<file path="config.mk">
export PLATFORM = sky130hd
export DESIGN_NAME = txdesc_ring_walker
export DESIGN_NICKNAME = d
export VERILOG_FILES = /design/src/rtl/txw_pkg.sv /design/src/rtl/txw_poll_pulse.sv /design/src/rtl/txw_addr_step.sv /design/src/rtl/txdesc_ring_walker.sv
export SDC_FILE = /design/constraint.sdc
export NUM_CORES = 1
export LEC_CHECK = 0
export CAP_MARGIN = 15
export CORE_MARGIN = 2
export CORE_UTILIZATION = 46
export CTS_BUF_LIST = sky130_fd_sc_hd__clkbuf_8
export CTS_CLUSTER_DIAMETER = 30
export CTS_CLUSTER_SIZE = 8
export DETAILED_ROUTE_END_ITERATION = 16
export DONT_BUFFER_PORTS = 1
export GPL_TIMING_DRIVEN = 1
export HOLD_SLACK_MARGIN = 0.12
export SYNTH_ARGS = -nofsm -noshare
export SYNTH_HDL_FRONTEND = slang
export SYNTH_SLANG_ARGS = --single-unit
</file>
<file path="constraint.sdc">
create_clock -name clk -period 2.6 [get_ports clk]
set_input_delay 0.13 -clock clk [delete_from_list [all_inputs] [get_ports clk]]
set_output_delay 0.13 -clock clk [all_outputs]
set_load 0.005 [all_outputs]
</file>
<file path="src/rtl/txw_pkg.sv">
package txw_pkg;
  typedef enum logic [1:0] {
    ST_IDLE  = 2'd0,
    ST_FETCH = 2'd1,
    ST_XMIT  = 2'd2,
    ST_SUSP  = 2'd3
  } walk_state_t;

  localparam int OWN_BIT = 31;
  localparam int EOR_BIT = 21;

  typedef struct packed {
    logic own;
    logic eor;
  } desc_flags_t;

  function automatic desc_flags_t decode_word0(input logic [31:0] w);
    desc_flags_t f;
    f.own = w[OWN_BIT];
    f.eor = w[EOR_BIT];
    return f;
  endfunction
endpackage

</file>
<file path="src/rtl/txw_poll_pulse.sv">
module txw_poll_pulse (
  input  logic clk,
  input  logic rst_n,
  input  logic poll_wr,
  output logic wake
);
  logic wake_q;

  always_ff @(posedge clk or negedge rst_n) begin
    if (!rst_n) wake_q <= 1'b0;
    else        wake_q <= poll_wr;
  end

  assign wake = wake_q;
endmodule

</file>
<file path="src/rtl/txw_addr_step.sv">
module txw_addr_step #(
  parameter int AW       = 32,
  parameter int SKIP_W   = 5,
  parameter int BASIC_WD = 4,
  parameter int ENH_WD   = 8
) (
  input  logic [AW-1:0]     cur,
  input  logic [AW-1:0]     base,
  input  logic [SKIP_W-1:0] skip,
  input  logic              enh,
  input  logic              eor,
  output logic [AW-1:0]     nxt
);
  localparam int SUM_W = SKIP_W + 2;
  localparam logic [SUM_W-1:0] BASIC_SZ = SUM_W'(BASIC_WD);
  localparam logic [SUM_W-1:0] ENH_SZ   = SUM_W'(ENH_WD);

  logic [SUM_W-1:0] words;
  logic [AW-1:0]    stride;

  always_comb begin
    words  = (enh ? ENH_SZ : BASIC_SZ) + SUM_W'(skip);
    stride = AW'(words) << 2;
    nxt    = eor ? base : cur + stride;
  end
endmodule

</file>
<file path="src/rtl/txdesc_ring_walker.sv">
module txdesc_ring_walker
  import txw_pkg::*;
#(
  parameter int AW     = 32,
  parameter int SKIP_W = 5
) (
  input  logic              clk,
  input  logic              rst_n,
  input  logic              start_en,
  input  logic [AW-1:0]     ring_base,
  input  logic [SKIP_W-1:0] skip_words,
  input  logic              enh_fmt,
  input  logic              poll_wr,
  output logic              rd_req,
  output logic [AW-1:0]     rd_addr,
  input  logic              rd_ack,
  input  logic [31:0]       rd_data,
  input  logic              underflow,
  input  logic              frame_done,
  output logic [1:0]        eng_state,
  output logic [AW-1:0]     cur_addr
);
  walk_state_t st_q, st_d;
  logic [AW-1:0] addr_q, addr_d, step_addr;
  logic          eor_q;
  logic          addr_en, eor_en, wake;
  desc_flags_t   flags;

  txw_poll_pulse u_poll (
    .clk   (clk),
    .rst_n (rst_n),
    .poll_wr(poll_wr),
    .wake  (wake)
  );

  txw_addr_step #(.AW(AW), .SKIP_W(SKIP_W)) u_step (
    .cur  (addr_q),
    .base (ring_base),
    .skip (skip_words),
    .enh  (enh_fmt),
    .eor  (eor_q),
    .nxt  (step_addr)
  );

  assign flags = decode_word0(rd_data);

  always_comb begin
    st_d    = st_q;
    addr_d  = addr_q;
    addr_en = 1'b0;
    eor_en  = 1'b0;
    if (!start_en) begin
      st_d = ST_IDLE;
    end else begin
      unique case (st_q)
        ST_IDLE: begin
          st_d    = ST_FETCH;
          addr_d  = ring_base;
          addr_en = 1'b1;
        end
        ST_FETCH: begin
          if (rd_ack) begin
            eor_en = 1'b1;
            st_d   = flags.own ? ST_XMIT : ST_SUSP;
          end
        end
        ST_XMIT: begin
          if (underflow) begin
            st_d = ST_SUSP;
          end else if (frame_done) begin
            st_d    = ST_FETCH;
            addr_d  = step_addr;
            addr_en = 1'b1;
          end
        end
        ST_SUSP: begin
          if (wake) st_d = ST_FETCH;
        end
        default: st_d = ST_IDLE;
      endcase
    end
  end

  always_ff @(posedge clk or negedge rst_n) begin
    if (!rst_n) st_q <= ST_IDLE;
    else        st_q <= st_d;
  end

  always_ff @(posedge clk or negedge rst_n) begin
    if (!rst_n)       addr_q <= '0;
    else if (addr_en) addr_q <= addr_d;
  end

  always_ff @(posedge clk or negedge rst_n) begin
    if (!rst_n)      eor_q <= 1'b0;
    else if (eor_en) eor_q <= flags.eor;
  end

  assign rd_req    = (st_q == ST_FETCH);
  assign rd_addr   = addr_q;
  assign eng_state = st_q;
  assign cur_addr  = addr_q;
endmodule

</file>
==> impl_metrics.tcl <==
set metrics [dict create \
    status "finished clean" \
    synthDistinctLibCells 64 \
    synth_common_cells "38 x nand2_1, 36 x dfrtp_1, 32 x buf_4, 26 x nand3_1, 19 x nor2_1" \
    first_global_vias 2570 \
    fp.dieH_um 81.9 \
    synthMuxAreaShare 0.00762 \
    min_period_ns 2.36 \
    crit_arrival_ns 2.58 \
    route.detailed.drc 0 \
    num-nets-final 427 \
    clkLatencyLatePin_ns 0.30 \
    seq_area_frac_synth 0.323 \
    cts_root_buf "clkbuf_8" \
    drive_above_1_share 0.110 \
    final_cell_area_um2 3150 \
    worstPathMaxFanout 5 \
    setup_tns_ns 0 \
    grt_pass1_wl_mm 12.2 \
    finalSetupViolCount 0 \
    postCtsSetupRepairBufs 0 \
    async_flop_share 1.00 \
    synth_xor_area_frac 0.00628 \
    viasPerCell 6.20 \
    synth_compound_area_frac 0.220 \
    drv_cap 0 \
    yosysTopAreaCellShare 0.323 \
    fmax_mhz 425 \
    slew_violations 0 \
    initial_core_util 0.474 \
    wl_mm 7.47 \
    vias 2554 \
    yosys.area_share.simple 0.257 \
    place.port_buffers 0 \
    max-slew-margin-rel 0.552 \
    cellLeakagePower_uw 0.00128 \
    synth_top_family_by_area "simple AND/OR/NAND/NOR gates" \
    clk_pin_slew_worst_paths_ns 0.09 \
    clock_skew_ns 0.00615 \
    drt.antenna.violating_nets 0 \
    critical_path_class "reg2reg" \
    required_ns 2.82 \
    hold_viol 0 \
    htreeDepth 2 \
    synth_fa_ha_area_frac 0.0681 \
    cts_tree "done" \
    synth_nets 420 \
    synth_seq_cells 36 \
    dieArea_um2 6710 \
    holdWs_ns 0.117 \
    hp-class "in2reg" \
    vdd.ir_drop.worst_mv 0.399 \
    grt.total_usage 0.234 \
    wl_per_cell_um 18.1 \
    postSynthAreaPerCell_um2 8.48 \
    syn_to_final_growth_pct 12.7 \
    dpl.hpwl_mm 5.25 \
    cp-end-kind "flip-flop" \
    drtIter0Drc 163 \
    ios 144 \
    finalNonFillerCells 412 \
    yosys_warnings 0 \
    synth_top_area_cell "dfrtp_1" \
    firstDrtPassIters 4 \
    worstMarginPinSlew_ns 0.671 \
    synth_area_leaders "dfrtp_1 32%, buf_4 8.6%, ha_1 5.4%, nand2_1 5.1%, nand3_1 4.7%" \
    synth_edf_count 0 \
    yosysMostFrequentCell "nand2_1" \
    antenna_cells 0 \
    clockBufferDepth 2 \
    dpl_cell_area_um2 2710 \
    gp_congestion 0.847 \
    core-area_um2 5890 \
    cts_buffers 5 \
    period_share 0.906 \
    syn_inst 329 \
    die_w_um 81.9 \
    overflow 0 \
    grt_max_degree 37 \
    fp-row-count 28 \
    p_per_area_nw_per_um2 1030 \
    synth_area_um2 2790 \
    antenna_found_initial 0 \
    synthFlopType "dfrtp_1" \
    grt_setup_unrepaired "no" \
    place_inst 373 \
    cts_sinks 36 \
    startpoint_type "flip-flop" \
    utilization 0.535 \
]
## layer usage
| layer | part of all wire | global-route usage | vias up |
|---|---|---|---|
| li1 | - | - | 1205 |
| met1 | 0.43 | 0.285 | 1247 |
| met2 | 0.48 | 0.399 | 92 |
| met3 | 0.070 | 0.0692 | 10 |
| met4 | 0.014 | 0.0667 | 0 |
| met5 | 0 | 0 | - |
## critical path: stages (launching register included)
cell	delay, ns
dfrtp_1	0.44
ha_1	0.25
fa_1	0.45
a211oi_2	0.31
o21ai_2	0.16
buf_4	0.18
nand3_1	0.19
o22ai_1	0.11
a22oi_1	0.18
## worst paths after layout
path / slack, ns / startpoint / cells after the start / end
worst min-delay path: 0.12 / ring_base[24] / 2 / cur_addr[24]$_DFFE_PN0P_
worst max register to register: 0.24 / cur_addr[2]$_DFFE_PN0P_ / 8 / cur_addr[8]$_DFFE_PN0P_
worst min register to register: 0.56 / cur_addr[1]$_DFFE_PN0P_ / 2 / cur_addr[1]$_DFFE_PN0P_
worst max-delay path: 0.24 / cur_addr[2]$_DFFE_PN0P_ / 8 / cur_addr[8]$_DFFE_PN0P_
min in group asynchronous: 0.30 / rst_n / 2 / cur_addr[10]$_DFFE_PN0P_
max in group asynchronous: 2.11 / rst_n / 2 / eor_q$_DFFE_PN0P_
## power by group
group          internal [uW]  total [uW]  switching [uW]
clock network            284         521             237
logic                    608        1420             808
registers                814        1300             485
## stage by stage
stage	total power [uW]	worst slack (ns)
detailed placement	2650	0.121
finish	3240	0.245
global route	3540	0.0926
CTS	3240	0.173
global placement	2620	0.118
floorplan	2520	0.191
## registers in the layout, summed over array words and instances, names as in the netlist
| name | count |
|---|---|
| u_poll.wake | 1 |
| eor_q | 1 |
| eng_state | 2 |
| cur_addr | 32 |
## timing repair
action	in CTS	in global routing
endpoints found under the hold margin	65	0
endpoints found under the setup margin	0	1
hold buffers	31	0
gates resized for setup	0	1
## final cells by class
type                    count  area [um^2]
clock inverters             3         42.5
fillers                   569         2740
clock buffers               5         68.8
well taps                  75         93.8
multi-input cells         237         1570
inverters                  10         37.5
repair buffers             46          433
flip-flops and latches     36          901
## placed cells by master (no fill, tap or decap), drive strengths merged, types with 2 or more instances in the layout
cell	instances
clkbuf	5
buf	16
nor2b	3
dlygate4sd3	30
nor4	6
o31a	4
a31oi	4
a211oi	6
o211ai	5
o21a	2
nand2	38
o311a	2
a41o	2
and3	4
nand4	3
or3	4
a211o	2
a2bb2oi	3
nand2b	3
nor2	19
ha	12
nand4b	2
nand3	29
fa	2
inv	10
a21oi	14
a21o	3
or2	2
and2	3
dfrtp	36
or4	3
a311oi	3
a22oi	2
nor3	10
o21ai	14
o211a	2
o22ai	9
## cell families after synthesis
| logic type | Yosys count |
|---|---|
| adder cells (fa/ha/maj) | 14 |
| AND/OR/NAND/NOR | 133 |
| buffers and inverters | 56 |
| AO/OA/AOI/OAI | 86 |
| XOR/XNOR | 2 |
| multiplexers | 2 |
| flip-flops | 36 |
(Power assumes the default switching activity.)
